<file path="config.mk">
export PLATFORM = sky130hd
export DESIGN_NAME = line_energy_pd
export DESIGN_NICKNAME = d
export VERILOG_FILES = /design/src/rtl/line_energy_pd_pkg.sv /design/src/rtl/lepd_sync.sv /design/src/rtl/lepd_quiet_timer.sv /design/src/rtl/lepd_fsm.sv /design/src/rtl/lepd_wake_flag.sv /design/src/rtl/line_energy_pd.sv
export SDC_FILE = /design/constraint.sdc
export NUM_CORES = 1
export LEC_CHECK = 0
export BUFFER_PORTS_ARGS = -buffer_cell sky130_fd_sc_hd__clkbuf_2
export CORE_AREA = 2 2 39 41
export CTS_BUF_LIST = sky130_fd_sc_hd__clkbuf_16
export CTS_CLUSTER_DIAMETER = 50
export DETAILED_ROUTE_END_ITERATION = 8
export DIE_AREA = 0 0 41 43
export PLACE_DENSITY = 0.65
export SYNTH_ARGS = -nofsm -noshare
export SYNTH_HDL_FRONTEND = slang
export SYNTH_SLANG_ARGS = --single-unit
</file>
<file path="constraint.sdc">
create_clock -name clk -period 2 [get_ports clk]
set_input_delay 0.5 -clock clk [delete_from_list [all_inputs] [get_ports clk]]
set_output_delay 0.5 -clock clk [all_outputs]
set_load 0.05 [all_outputs]
</file>
<file path="src/rtl/line_energy_pd_pkg.sv">
package line_energy_pd_pkg;
    typedef enum logic [1:0] {
        ST_POWERED   = 2'd0,
        ST_SAVING    = 2'd1,
        ST_DOWN      = 2'd2,
        ST_RESTORING = 2'd3
    } pd_state_e;
endpackage

</file>
<file path="src/rtl/lepd_sync.sv">
module lepd_sync #(
    parameter int STAGES = 2
) (
    input  logic clk,
    input  logic rst_n,
    input  logic async_in,
    output logic sync_out
);
    logic [STAGES-1:0] chain;

    always_ff @(posedge clk or negedge rst_n) begin
        if (!rst_n) chain <= '1;
        else        chain <= {chain[STAGES-2:0], async_in};
    end

    assign sync_out = chain[STAGES-1];
endmodule

</file>
<file path="src/rtl/lepd_quiet_timer.sv">
module lepd_quiet_timer #(
    parameter int QUIET_CYCLES = 16
) (
    input  logic clk,
    input  logic rst_n,
    input  logic mode_en,
    input  logic energy_s,
    output logic quiet
);
    localparam int CW = $clog2(QUIET_CYCLES + 1);
    localparam logic [CW-1:0] LIMIT = CW'(QUIET_CYCLES);

    logic [CW-1:0] cnt;

    always_ff @(posedge clk or negedge rst_n) begin
        if (!rst_n)                cnt <= '0;
        else if (energy_s || !mode_en) cnt <= '0;
        else if (cnt != LIMIT)     cnt <= cnt + 1'b1;
    end

    assign quiet = (cnt == LIMIT);


    quiet_after_silence_chk: assert property (@(posedge clk) disable iff (!rst_n)
        quiet |-> $past(!energy_s && mode_en));
endmodule

</file>
<file path="src/rtl/lepd_fsm.sv">
module lepd_fsm
    import line_energy_pd_pkg::*;
(
    input  logic clk,
    input  logic rst_n,
    input  logic mode_en,
    input  logic energy_s,
    input  logic quiet,
    output logic core_pwr_on,
    output logic core_run,
    output logic tx_inhibit,
    output logic state_save,
    output logic state_restore,
    output logic wake_evt
);
    pd_state_e state, state_nx;

    always_comb begin
        state_nx = state;
        unique case (state)
            ST_POWERED:   if (mode_en && quiet) state_nx = ST_SAVING;
            ST_SAVING:    state_nx = ST_DOWN;
            ST_DOWN:      if (!mode_en || energy_s) state_nx = ST_RESTORING;
            ST_RESTORING: state_nx = ST_POWERED;
            default:      state_nx = ST_POWERED;
        endcase
    end

    always_ff @(posedge clk or negedge rst_n) begin
        if (!rst_n) state <= ST_POWERED;
        else        state <= state_nx;
    end

    always_comb begin
        core_pwr_on   = 1'b1;
        core_run      = 1'b0;
        tx_inhibit    = 1'b1;
        state_save    = 1'b0;
        state_restore = 1'b0;
        unique case (state)
            ST_POWERED: begin
                core_run   = 1'b1;
                tx_inhibit = 1'b0;
            end
            ST_SAVING:    state_save    = 1'b1;
            ST_DOWN:      core_pwr_on   = 1'b0;
            ST_RESTORING: state_restore = 1'b1;
            default: ;
        endcase
    end

    assign wake_evt = (state == ST_DOWN) && mode_en && energy_s;


    stay_powered_when_off_chk: assert property (@(posedge clk) disable iff (!rst_n)
        (!mode_en && state == ST_POWERED) |=> (state == ST_POWERED));

    save_then_down_chk: assert property (@(posedge clk) disable iff (!rst_n)
        state_save |=> (!state_save && !core_pwr_on));

    run_after_restore_chk: assert property (@(posedge clk) disable iff (!rst_n)
        $rose(core_run) |-> $past(state_restore));

    off_forces_restore_chk: assert property (@(posedge clk) disable iff (!rst_n)
        (state == ST_DOWN && !mode_en) |=> state_restore);
endmodule

</file>
<file path="src/rtl/lepd_wake_flag.sv">
module lepd_wake_flag (
    input  logic clk,
    input  logic rst_n,
    input  logic set_evt,
    input  logic clr,
    input  logic irq_en,
    output logic flag,
    output logic irq
);
    always_ff @(posedge clk or negedge rst_n) begin
        if (!rst_n)       flag <= 1'b0;
        else if (set_evt) flag <= 1'b1;
        else if (clr)     flag <= 1'b0;
    end

    assign irq = flag & irq_en;


    flag_sets_chk: assert property (@(posedge clk) disable iff (!rst_n)
        set_evt |=> flag);

    flag_clears_chk: assert property (@(posedge clk) disable iff (!rst_n)
        (clr && !set_evt) |=> !flag);

    flag_sticky_chk: assert property (@(posedge clk) disable iff (!rst_n)
        (flag && !clr) |=> flag);
endmodule

</file>
<file path="src/rtl/line_energy_pd.sv">
module line_energy_pd #(
    parameter int QUIET_CYCLES = 16,
    parameter int SYNC_STAGES  = 2
) (
    input  logic clk,
    input  logic rst_n,
    input  logic pd_mode_en,
    input  logic line_energy_raw,
    input  logic wake_irq_en,
    input  logic wake_flag_clr,
    output logic core_pwr_on,
    output logic core_run,
    output logic tx_inhibit,
    output logic state_save,
    output logic state_restore,
    output logic wake_flag,
    output logic host_irq
);
    logic energy_s, quiet, wake_evt;

    lepd_sync #(.STAGES(SYNC_STAGES)) u_sync (
        .clk(clk), .rst_n(rst_n), .async_in(line_energy_raw), .sync_out(energy_s)
    );

    lepd_quiet_timer #(.QUIET_CYCLES(QUIET_CYCLES)) u_timer (
        .clk(clk), .rst_n(rst_n), .mode_en(pd_mode_en), .energy_s(energy_s), .quiet(quiet)
    );

    lepd_fsm u_fsm (
        .clk(clk), .rst_n(rst_n), .mode_en(pd_mode_en), .energy_s(energy_s), .quiet(quiet),
        .core_pwr_on(core_pwr_on), .core_run(core_run), .tx_inhibit(tx_inhibit),
        .state_save(state_save), .state_restore(state_restore), .wake_evt(wake_evt)
    );

    lepd_wake_flag u_flag (
        .clk(clk), .rst_n(rst_n), .set_evt(wake_evt), .clr(wake_flag_clr),
        .irq_en(wake_irq_en), .flag(wake_flag), .irq(host_irq)
    );


    tx_blocked_when_unpowered_chk: assert property (@(posedge clk) disable iff (!rst_n)
        !core_pwr_on |-> tx_inhibit);

    irq_needs_mask_chk: assert property (@(posedge clk) disable iff (!rst_n)
        host_irq |-> (wake_flag && wake_irq_en));
endmodule

</file>
==> impl_metrics.yaml <==
timing:
  tightest_slew_ns: 0.2763
  fmax_mhz: 546.7
  period_needed_ns: 1.829
  period_share_pct: 91.46
  finalHoldViolCount: 0
  maxSlewViolCount: 0
  skew_ns: 0.0004446
  finalSetupViolations: 0
  setup-tns-final_ns: 0
  max-slew-margin-rel_pct: 81.66
  rsz0062_at_grt: "false"
critical_path:
  crit_start: "u_fsm.state[0]"
  required_ns: 1.50
  critPathLaunchType: "register"
  slowest_stage: "dfrtp_1"
  crit_top_cell: "inv_1"
  critical_path_class: "reg -> out"
  critPathCaptureType: "output port"
  cpPeakStageDelay_ns: 0.39
  crit_path_cell_trace: "inv_1 -> ha_1 -> inv_1 -> clkbuf_2"
  r2r-start: "u_timer.cnt[0]"
  cp_max_fo: 4
  arrival_ns: 1.33
clock_network:
  cts-root-buf: "clkbuf_16"
  clockBufferDepth: 2
  clk_pin_slew_ns: 0.04
  clock_latency_ns: 0.23
  postCtsHoldBufs: 0
  cts_buffers: 3
  post_cts_resized: 0
  post_cts_buffers: 0
  cts_tree: "yes"
  clock_sinks: 10
  cts_max_level: 1
synth:
  synth_edf_count: 0
  ys_ff_latch: 10
  seq_area_frac_synth_pct: 46.12
  synth_warnings: 0
  synth-main-ff-cell: "dfrtp_1"
  synth.avg_cell_area_um2: 11.18
  synth.cell_area_um2: 548.0
  syn_nets: 62
  synth.distinct_cells: 19
  synthCells: 49
  async_reset_ff_share_pct: 100.0
pwr:
  ir_worst_vdd_uv: 1212
  fin_total_pwr_mw: 1.132
  p_leak_nw: 0.3465
  power.density_mw_per_mm2: 1596
global_routing:
  grt.total_usage_pct: 13.67
  use_met1_pct: 17.97
  grt_pass1_wl_um: 1621
  gr-total-overflow: 0
  grt_pass1_vias: 394
  antenna_found_initial: 0
  gr-usage-met3_pct: 3.141
  grt_use_met2_pct: 20.63
  grt_busiest_layer: "met2"
  grt_max_degree: 11
routing:
  drt_iter0_drc: 0
  vias: 388
  avgViaCountPerCell: 4.790
  drt_wl_total_um: 871
  post_drt_wl_per_cell_um: 10.75
  drc: 0
  first_pass_iters: 1
  drtAntennaViolNets: 0
die:
  floorplan.initialDensity_pct: 39.60
  num_io_pins: 13
  fp-row-count: 14
  dieArea_mm2: 0.001763
  core_mm2: 0.001384
  die_w_um: 41
  die_h_um: 43
cells_and_area:
  antenna_cells: 0
  nets: 79
  fill_cells: 126
  layout-drive-gt1-share_pct: 33.85
  syn2layout_area_growth_pct: 29.45
place:
  place.port_buffers: 12
  place.gp.congestion: 0.6521
  dp_hpwl_um: 668.8
run_status:
  outcome: "completed"
worst_hold_path:
  hold_class: "in -> async"
job:
  cap_violations: 0
-- power by group --
| group | leakage (nW) | internal [mW] | switching, mW | total (mW) |
|---|---|---|---|---|
| clock network | 0.0385 | 0.261 | 0.0843 | 0.346 |
| registers | 0.127 | 0.238 | 0.0310 | 0.269 |
| logic | 0.181 | 0.170 | 0.347 | 0.518 |
| total | 0.347 | 0.670 | 0.462 | 1.13 |
-- cells in the mapped netlist (all sizes together) (2+ instances only) --
master | number | share of area, %
ha | 7 | 16
inv | 7 | 4.8
dfrtp | 8 | 37
dfstp | 2 | 9.6
nor3 | 2 | 1.8
nor2 | 4 | 2.7
a21oi | 2 | 1.8
nand3 | 3 | 2.7
nand2b | 2 | 2.3
xor2 | 2 | 3.2
nand2 | 2 | 1.4
-- per-stage QoR --
stage          cells  setup WS, ns  area (um2)  hold WS (ns)  util [%]
6_report          81        0.1707       709.4        0.1291     51.27
5_1_grt           81        0.1049       709.4        0.1463     51.27
4_1_cts           81        0.1610       709.4        0.1351     51.27
3_5_place_dp      77        0.4116       630.6        0.3533     45.57
3_3_place_gp      77        0.4535       630.6        0.3493     45.57
2_1_floorplan     49        0.1285       550.5        0.2044         -
-- cell families after synthesis --
| logic type | Yosys count | synth area share (%) |
|---|---|---|
| fa+ha+maj | 7 | 15.98 |
| simple gates | 16 | 17.12 |
| flops | 10 | 46.12 |
| buf+inv | 7 | 4.795 |
| compound gates | 5 | 8.447 |
| xor+xnor | 3 | 4.795 |
| mux | 1 | 2.739 |
-- layout make-up --
| type | count | area, um2 | area share, % |
|---|---|---|---|
| Clock inverter | 1 | 3.754 | 0.5291 |
| Sequential cell | 10 | 252.7 | 35.63 |
| Clock buffer | 3 | 75.07 | 10.58 |
| Multi-Input combinational cell | 32 | 271.5 | 38.27 |
| Tap cell | 16 | 20.02 | 2.822 |
| Timing Repair Buffer | 12 | 60.06 | 8.466 |
| Inverter | 7 | 26.28 | 3.704 |
-- per-layer routing --
layer / up-vias / wire (um)
met5: - / 0
met4: 0 / 0
met3: 0 / 36
met2: 9 / 445
met1: 184 / 389
li1: 195 / -
-- final timing paths --
path                                        end  slack, ns  cells past startpoint
worst max-delay path                core_pwr_on       0.17                      4
worst min-delay path             u_fsm.state[0]       0.13                      1
worst max register to register   u_fsm.state[1]       0.45                      5
worst min register to register  u_sync.chain[1]       0.36                      0
max in group asynchronous       u_sync.chain[1]       1.61                      1
min in group clk                u_sync.chain[0]       0.35                      1
-- state kept, by name (all words and copies together) (netlist names) --
signal	flops
u_timer.cnt	5
u_sync.chain	2
u_fsm.state	2
u_flag.flag	1
-- layout by cell type, fill, tap and decap left out --
master	Yosys	layout
o221a_4	1	1
ha_2	0	1
dfrtp_1	8	8
xnor2_1	1	1
clkbuf_16	0	3
and4bb_4	1	1
nand3_1	3	3
and2_1	1	1
inv_1	7	7
a21oi_1	2	2
dfstp_2	2	2
nor3_1	2	2
ha_1	7	6
o32a_2	1	1
mux2_4	1	1
nand2_1	2	2
nand2b_1	2	2
nor2_1	4	4
nand4bb_1	1	1
o21ai_0	1	1
clkinv_1	0	1
clkbuf_2	0	12
xor2_1	2	2
-- worst max-delay path: cells and delay by family (launching register included) --
kind | cells | cell delay, ns
DFF | 1 | 0.39
buffers and inverters | 3 | 0.47
adders and majority gates | 1 | 0.24
No activity file was read; power rests on OpenSTA's default activity.
